**src/rtl/uwk_pkg.sv**
```systemverilog
package uwk_pkg;

   // per-cycle event bundle passed from the edge front end to the status logic
   typedef struct packed {
      logic fall;       // synchronized falling edge on the line
      logic start_set;  // start edge accepted this cycle
      logic char_done;  // receiver sampled a stop bit
      logic data_read;  // software consumed the data
   } uwk_evt_t;

   function automatic int unsigned uwk_cnt_width(input int unsigned limit);
      return (limit < 2) ? 1 : $clog2(limit + 1);
   endfunction

endpackage

```
**src/rtl/uwk_rx_sync.sv**
```systemverilog
module uwk_rx_sync #(
   parameter int unsigned STAGES = 2
) (
   input  logic clk,
   input  logic rst_n,
   input  logic rx_i,
   output logic rx_s_o,
   output logic fall_o
);

   logic [STAGES-1:0] sync_q;
   logic              prev_q;

   generate
      if (STAGES < 2) begin : g_bad_stages
         $error("uwk_rx_sync: STAGES must be at least 2");
      end
   endgenerate

   // first stage samples the raw line
   always_ff @(posedge clk or negedge rst_n) begin
      if (!rst_n) sync_q[0] <= 1'b1;
      else        sync_q[0] <= rx_i;
   end

   // remaining stages form a chain
   for (genvar s = 1; s < STAGES; s++) begin : g_stage
      always_ff @(posedge clk or negedge rst_n) begin
         if (!rst_n) sync_q[s] <= 1'b1;
         else        sync_q[s] <= sync_q[s-1];
      end
   end

   always_ff @(posedge clk or negedge rst_n) begin
      if (!rst_n) prev_q <= 1'b1;
      else        prev_q <= sync_q[STAGES-1];
   end

   assign rx_s_o = sync_q[STAGES-1];
   assign fall_o = prev_q & ~sync_q[STAGES-1];

endmodule

```
**src/rtl/uwk_start_latch.sv**
```systemverilog
module uwk_start_latch (
   input  logic clk,
   input  logic rst_n,
   input  logic arm_i,
   input  logic fall_i,
   output logic flag_o,
   output logic set_o
);

   logic flag_q;

   // an edge is accepted only when armed and not already latched
   assign set_o = fall_i & arm_i & ~flag_q;

   always_ff @(posedge clk or negedge rst_n) begin
      if (!rst_n)      flag_q <= 1'b0;
      else if (!arm_i) flag_q <= 1'b0;
      else if (set_o)  flag_q <= 1'b1;
   end

   assign flag_o = flag_q;

endmodule

```
**src/rtl/uwk_clk_gate.sv**
```systemverilog
module uwk_clk_gate #(
   parameter bit AUTO_STOP = 1'b1
) (
   input  logic clk,
   input  logic rst_n,
   input  logic start_set_i,
   input  logic char_done_i,
   input  logic arm_i,
   output logic en_o
);

   logic en_q;
   logic stop_req;

   generate
      if (AUTO_STOP) begin : g_auto
         // stop after every completed character
         assign stop_req = char_done_i;
      end else begin : g_hold
         // keep running until software disarms and the character ends
         assign stop_req = char_done_i & ~arm_i;
      end
   endgenerate

   always_ff @(posedge clk or negedge rst_n) begin
      if (!rst_n)           en_q <= 1'b0;
      else if (start_set_i) en_q <= 1'b1;
      else if (stop_req)    en_q <= 1'b0;
   end

   assign en_o = en_q;

endmodule

```
**src/rtl/uwk_rx_status.sv**
```systemverilog
module uwk_rx_status
   import uwk_pkg::*;
#(
   parameter int unsigned BRK_BITS = 10
) (
   input  logic     clk,
   input  logic     rst_n,
   input  uwk_evt_t evt_i,
   input  logic     rx_s_i,
   input  logic     tick_i,
   input  logic     clk_en_i,
   output logic     done_o,
   output logic     brk_o
);

   localparam int unsigned CW = uwk_cnt_width(BRK_BITS);
   localparam logic [CW-1:0] LIM    = CW'(BRK_BITS);
   localparam logic [CW-1:0] LIM_M1 = CW'(BRK_BITS - 1);

   generate
      if (BRK_BITS < 1) begin : g_bad_brk
         $error("uwk_rx_status: BRK_BITS must be at least 1");
      end
   endgenerate

   logic          done_q;
   logic          brk_q;
   logic [CW-1:0] low_cnt_q;
   logic          cnt_inc;
   logic          brk_set;

   always_ff @(posedge clk or negedge rst_n) begin
      if (!rst_n)               done_q <= 1'b0;
      else if (evt_i.char_done) done_q <= 1'b1;
      else if (evt_i.data_read) done_q <= 1'b0;
   end

   // low-line bit counter only advances on ticks of a running bit clock
   assign cnt_inc = ~rx_s_i & tick_i & clk_en_i & (low_cnt_q != LIM);
   assign brk_set = cnt_inc & (low_cnt_q == LIM_M1);

   always_ff @(posedge clk or negedge rst_n) begin
      if (!rst_n)       low_cnt_q <= '0;
      else if (rx_s_i)  low_cnt_q <= '0;
      else if (cnt_inc) low_cnt_q <= low_cnt_q + 1'b1;
   end

   always_ff @(posedge clk or negedge rst_n) begin
      if (!rst_n)               brk_q <= 1'b0;
      else if (brk_set)         brk_q <= 1'b1;
      else if (evt_i.data_read) brk_q <= 1'b0;
   end

   assign done_o = done_q;
   assign brk_o  = brk_q;

endmodule

```
**src/rtl/uart_wake_ctrl.sv**
```systemverilog
module uart_wake_ctrl
   import uwk_pkg::*;
#(
   parameter int unsigned SYNC_STAGES = 2,
   parameter int unsigned BRK_BITS    = 10,
   parameter bit          AUTO_STOP   = 1'b1
) (
   input  logic clk,
   input  logic rst_n,
   input  logic rx_i,
   input  logic arm_en_i,
   input  logic char_done_i,
   input  logic data_read_i,
   input  logic baud_tick_i,
   output logic bitclk_en_o,
   output logic irq_o,
   output logic start_flag_o,
   output logic rx_done_o,
   output logic break_o
);

   logic     rx_s;
   logic     fall;
   logic     start_set;
   logic     flag;
   logic     clk_en;
   logic     done;
   logic     brk;
   uwk_evt_t evt;

   uwk_rx_sync #(.STAGES(SYNC_STAGES)) sync_i (
      .clk    (clk),
      .rst_n  (rst_n),
      .rx_i   (rx_i),
      .rx_s_o (rx_s),
      .fall_o (fall)
   );

   uwk_start_latch latch_i (
      .clk    (clk),
      .rst_n  (rst_n),
      .arm_i  (arm_en_i),
      .fall_i (fall),
      .flag_o (flag),
      .set_o  (start_set)
   );

   uwk_clk_gate #(.AUTO_STOP(AUTO_STOP)) gate_i (
      .clk         (clk),
      .rst_n       (rst_n),
      .start_set_i (start_set),
      .char_done_i (char_done_i),
      .arm_i       (arm_en_i),
      .en_o        (clk_en)
   );

   assign evt = '{fall: fall, start_set: start_set,
                  char_done: char_done_i, data_read: data_read_i};

   uwk_rx_status #(.BRK_BITS(BRK_BITS)) status_i (
      .clk      (clk),
      .rst_n    (rst_n),
      .evt_i    (evt),
      .rx_s_i   (rx_s),
      .tick_i   (baud_tick_i),
      .clk_en_i (clk_en),
      .done_o   (done),
      .brk_o    (brk)
   );

   // one request line shared by frame start and completed character
   assign irq_o        = flag | done;
   assign bitclk_en_o  = clk_en;
   assign start_flag_o = flag;
   assign rx_done_o    = done;
   assign break_o      = brk;

endmodule

```
**config.mk**
```make
export PLATFORM = sky130hd
export DESIGN_NAME = uart_wake_ctrl
export DESIGN_NICKNAME = d
export VERILOG_FILES = /design/src/rtl/uwk_pkg.sv /design/src/rtl/uwk_rx_sync.sv /design/src/rtl/uwk_start_latch.sv /design/src/rtl/uwk_clk_gate.sv /design/src/rtl/uwk_rx_status.sv /design/src/rtl/uart_wake_ctrl.sv
export SDC_FILE = /design/constraint.sdc
export NUM_CORES = 1
export LEC_CHECK = 0
export ABC_AREA = 1
export BUFFER_PORTS_ARGS = -buffer_cell sky130_fd_sc_hd__buf_4
export CAP_MARGIN = 20
export CORE_MARGIN = 3
export CORE_UTILIZATION = 40
export CTS_CLUSTER_DIAMETER = 150
export DETAILED_ROUTE_END_ITERATION = 12
export GPL_TIMING_DRIVEN = 0
export SETUP_SLACK_MARGIN = 0.4
export SLEW_MARGIN = 20
export SYNTH_ARGS = -nofsm -noshare
export SYNTH_HDL_FRONTEND = slang
export SYNTH_HIERARCHICAL = 1
export SYNTH_SLANG_ARGS = --single-unit
```
**constraint.sdc**
```tcl
create_clock -name clk -period 1.6 [get_ports clk]
set_clock_uncertainty 0.05 [all_clocks]
set_input_delay 0.08 -clock clk [delete_from_list [all_inputs] [get_ports clk]]
set_output_delay 0.08 -clock clk [all_outputs]
set_load 0.05 [all_outputs]
```
# [Yosys cells after proc, flatten, opt, wreduce, memory -nomap -nowiden]
# Cells that the tools add are included.
[word_totals] input_bits=7 regBits=11 output_inout_bits=5 elab_cells=35
[op_classes] muxes=9 n_eq_ne=3 n_reduce_logical=4 n_addsub=1 n_bitwise=10
[op_table] operator="4-bit 2-to-1 mux" n=2
[op_table] operator="2-bit nonzero test" n=4
[op_table] operator="1-bit AND" n=7
[op_table] operator="1-bit 2-to-1 mux" n=7
[op_table] operator="4-bit by 1-bit adder with 4-bit output (second input constant)" n=1
[op_table] operator="4-bit == test (second input constant)" n=1
[op_table] operator="4-bit != test (second input constant)" n=1
[op_table] operator="2-bit by 1-bit != test with 1-bit output (second input constant)" n=1
[op_table] operator="1-bit inverter" n=2
[op_table] operator="1-bit bitwise OR" n=1

# [Depth between registers and ports, before layout]
[logic_depth] depth_word=6 depth_mapped=7 depth_no_buf=7

# [By module]
# Netlist, hierarchy kept.
[modules_own_cells] mod="uwk_rx_status" cells_each=44 area_per_inst_um2=366.6 instances=1 seq_area_each_um2=150.1
[modules_own_cells] mod="uwk_rx_sync" cells_each=5 area_per_inst_um2=88.8 instances=1 seq_area_each_um2=78.8
[modules_own_cells] mod="uwk_start_latch" cells_each=5 area_per_inst_um2=42.5 instances=1 seq_area_each_um2=25.0
[modules_own_cells] mod="uwk_clk_gate" cells_each=5 area_per_inst_um2=40.0 instances=1 seq_area_each_um2=25.0
[modules_own_cells] mod="uart_wake_ctrl" cells_each=3 area_per_inst_um2=11.3 instances=1 seq_area_each_um2=0.0

# [Least setup slack after synthesis]
# Ideal clock, no wire load.
[synth_timing] path_kind="flip-flop to flip-flop" from="register gate_i.en_q (netlist: gate_i/en_o)" to="register status_i.low_cnt_q[0]" n_path_buf=0 period_less_slack_ns=1.269 t_arrival_ns=1.103 path_stages_with_launch=6 t_required_ns=1.433 setup_time_ns=0.117 slack_ns=0.331 path_cell_list="dfrtp_1 -> inv_1 -> nor2_4 -> nand2_4 -> nor2_1 -> nor2_1"
[synth_between] elab_chain_len=3
[synth_lines] element="start: declaration" line_no="uwk_clk_gate.sv:12" text="logic en_q;"
[synth_lines] element="start signal: assignment" line_no="uwk_clk_gate.sv:26" text="if (!rst_n) en_q <= 1'b0;"
[synth_lines] element="start signal: assignment" line_no="uwk_clk_gate.sv:27" text="else if (start_set_i) en_q <= 1'b1;"
[synth_lines] element="start signal: assignment" line_no="uwk_clk_gate.sv:28" text="else if (stop_req) en_q <= 1'b0;"
[synth_lines] element="1-bit AND (2 in series)" line_no="uwk_rx_status.sv:39" text="assign cnt_inc = ~rx_s_i & tick_i & clk_en_i & (low_cnt_q != LIM);"
[synth_lines] element="2-bit nonzero test (no source line)"
[synth_lines] element="end signal: assignment" line_no="uwk_rx_status.sv:45" text="else if (cnt_inc) low_cnt_q <= low_cnt_q + 1'b1;"
[synth_lines] element="end: declaration" line_no="uwk_rx_status.sv:28" text="logic [CW-1:0] low_cnt_q;"
# No other way between the ends.
# A chain may end at the register's enable or synchronous reset.

# [Worst setup path after layout]
[layout_timing] from="register status_i.low_cnt_q[0]" to="register status_i.low_cnt_q[2]"
[layout_between] elab_chain_len=3 elab_cells_between_ends=6 cone_classes="add/sub (1); eq/ne (1); mux (2); bitwise (1); reduce/logical (1)"
[layout_lines] element="4-bit by 1-bit adder with 4-bit output / 4-bit != test (equally long branches)" line_no="uwk_rx_status.sv:45, uwk_rx_status.sv:39"
[layout_lines] element="4-bit 2-to-1 mux / 1-bit AND (equally long branches)" line_no="uwk_rx_status.sv:45, uwk_rx_status.sv:39"
[layout_lines] element="4-bit 2-to-1 mux / 2-bit nonzero test (equally long branches)"
# Parallel ways exist; a longest one is shown, timed or not. The select of a mux whose other input is x is not followed.

==> impl_metrics.toml <==
[timing]
fin_ws_ns = 0.446
fmax_mhz = 867
period_minus_slack_ns = 1.15
drv_slew = 0
relSlewSlack_pct = 85.2
fin_tns_setup_ns = 0
period_share_pct = 72.1
rsz0062_at_grt = "true"
setup_viol_count_final = 0
tightest_slew_ns = 0.222
final_hold_viol_count = 0

[critical_path]
crit_fanout = 3
start_kind = "flop"
required_ns = 1.71
endpoint_kind = "flop"
setup.worst_path.class = "flop to flop"
worst-endpoint-arrival_ns = 1.26
rrSetupSlack_ns = 0.45

[route]
vias = 467
routed_wl_um = 1160
first_iter_violations = 4
wl_per_cell_um = 11.4
ant_nets = 0
dr.pass1.iters = 4
drc = 0
vias_per_cell = 4.58

[power_and_ir_drop]
leakage_nw = 0.402
switching_share_pct = 27.5
p_comb_share_pct = 18.2
clock_power_share_pct = 31.5
powerDensity_nw_per_um2 = 731
p_sw_uw = 164
ir_worst_vdd_mv = 0.503
p_seq_share_pct = 50.4
intPower_uw = 434

[yosys]
ys_seq_area_share_pct = 50.8
yosys.cell_types.count = 17
synthCells = 62
syn_area_per_cell_um2 = 8.86
synth.largest_area_cell = "dfrtp_1"
synth_area_leaders = "dfrtp_1, dfstp_2, nand2_1"
ys_seq_elements = 11
syn-num-nets = 72
yosys_warnings = 6
syn_area_um2 = 549
synth_top_area_share_pct = 36.4

[placement]
place.gp.congestion = 0.751
hpwlAfterDp_um = 712
dp_cells = 87
io_buffers = 11
pre_cts_ws_ns = 0.356

[global_routing]
grt_pass1_vias = 459
grt_use_met1_pct = 13.9
track_usage_pct = 13.2
antenna_found_initial = 0
grtUsageMet2_pct = 26.0
grt_pass1_wl_um = 1860
grt_max_degree = 12
grt_busiest_layer = "met2"
overflow = 0
grtUsageMet3_pct = 2.54

[die]
io_pins = 12
die_w_um = 43.1
rows = 12
start_util_pct = 45.7
core-area_um2 = 1200
die_h_um = 43.1
dieArea_um2 = 1850

[clock_network]
clk_transition_reported_paths_ns = 0.07
cts_sinks = 11
cts_buffer_depth = 2
cts_tree = "yes"
clock_latency_ns = 0.26
cts_buffers = 3
root_buffer = "clkbuf_4"
h-tree-depth = 1

[job]
drv_cap = 0

[hold_path]
worstHoldPathType = "input port to async pin"

[final_layout]
diodes = 0
fin_util_pct = 68.1
layout.nets = 99
synthToLayoutAreaGrowth_pct = 49.0
fill_cells = 91
layout.cells.non_filler = 102
drive_gt1_share_pct = 46.6

[status]
outcome = "complete, no violations"
==> path summary, 6_finish.rpt <==
path | depth (start not counted) | start | to
setup / recovery | 6 | status_i/low_cnt_q[0]$_DFFE_PN0P_ | status_i/low_cnt_q[2]$_DFFE_PN0P_
hold / removal | 2 | rst_n | status_i/low_cnt_q[0]$_DFFE_PN0P_
setup reg to reg | 6 | status_i/low_cnt_q[0]$_DFFE_PN0P_ | status_i/low_cnt_q[2]$_DFFE_PN0P_
hold reg to reg | 0 | sync_i/sync_q[0]$_DFF_PN1_ | sync_i/rx_s_o$_DFF_PN1_
max in group asynchronous | 2 | rst_n | sync_i/rx_s_o$_DFF_PN1_
min in group clk | 5 | baud_tick_i | status_i/low_cnt_q[1]$_DFFE_PN0P_
==> flip-flops by register name (all words and copies together) (netlist names) <==
signal / cells
gate_i/en_o: 1
latch_i/flag_o: 1
status_i/brk_o: 1
status_i/done_o: 1
status_i/low_cnt_q: 4
sync_i/prev_q: 1
sync_i/rx_s_o: 1
sync_i/sync_q: 1
==> cells by family after synthesis <==
kind of cell	after synthesis	synth area share, %
AOI/OAI and AO/OA	3	3.42
DFF	11	50.8
buffers and inverters	12	8.20
adders and majority gates	3	6.83
xor gates and xnor gates	1	1.59
and+or+nand+nor	32	29.2
==> final cells by class <==
type	count	area, um^2	area share, %
flip-flops and latches	11	283	34.6
multi-input cells	39	263	32.1
repair buffers	22	181	22.2
inverters	12	47.5	5.81
clock buffers	4	26.3	3.21
well taps	14	17.5	2.14
==> synthesized netlist by cell type, drive strengths merged <==
library cell	count
dfrtp	8
dfstp	3
ha	3
inv	12
nand2	19
nand3	4
nand4	1
nor2	8
o21ai	1
o21bai	1
o22ai	1
xnor2	1
==> what timing repair did <==
action                                  in CTS  in global routing
endpoints found under the setup margin       4                  4
pin swaps                                    0                  7
endpoints found under the hold margin       16                  0
cloned                                       0                  0
resized for setup                            1                  9
hold buffers                                 5                  0
buffers inserted                             4                  2
==> routing by layer <==
layer	wire [um]	vias to the layer above
met2	647	9
met3	54	0
met1	458	218
met5	0	-
li1	-	240
met4	0	0
==> through the flow <==
stage	cell area [um^2]	hold slack, ns	total power [mW]
4_1_cts	758	0.131	0.598
5_1_grt	818	0.141	0.635
3_3_place_gp	652	-0.129	0.390
2_1_floorplan	552	-0.266	0.356
6_report	818	0.135	0.598
3_5_place_dp	652	-0.128	0.391
==> placed cells by master, fill, tap and decap left out, types with 4 or more instances in the layout <==
master	netlist	layout
dlygate4sd3_1	0	5
dfrtp_1	8	5
nand2_1	14	14
buf_4	0	16
nor2_1	4	4
inv_1	10	9
nand3_1	4	4
==> power groups by stage <==
stage / sequential (mW) / combinational [mW] / clock (mW)
2_1_floorplan: 0.326 / 0.0302 / 0
3_3_place_gp: 0.307 / 0.0831 / 0
3_5_place_dp: 0.307 / 0.0841 / 0
4_1_cts: 0.300 / 0.102 / 0.196
5_1_grt: 0.303 / 0.117 / 0.215
6_report: 0.301 / 0.109 / 0.188
==> critical path: stages, from the launching register on <==
cell and delay, ns:
dfrtp_1 0.42, buf_6 0.14, ha_4 0.15, xnor2_2 0.13
nor2_1 0.06, nand2_1 0.05, nand2_1 0.05
(Power assumes the default switching activity.)
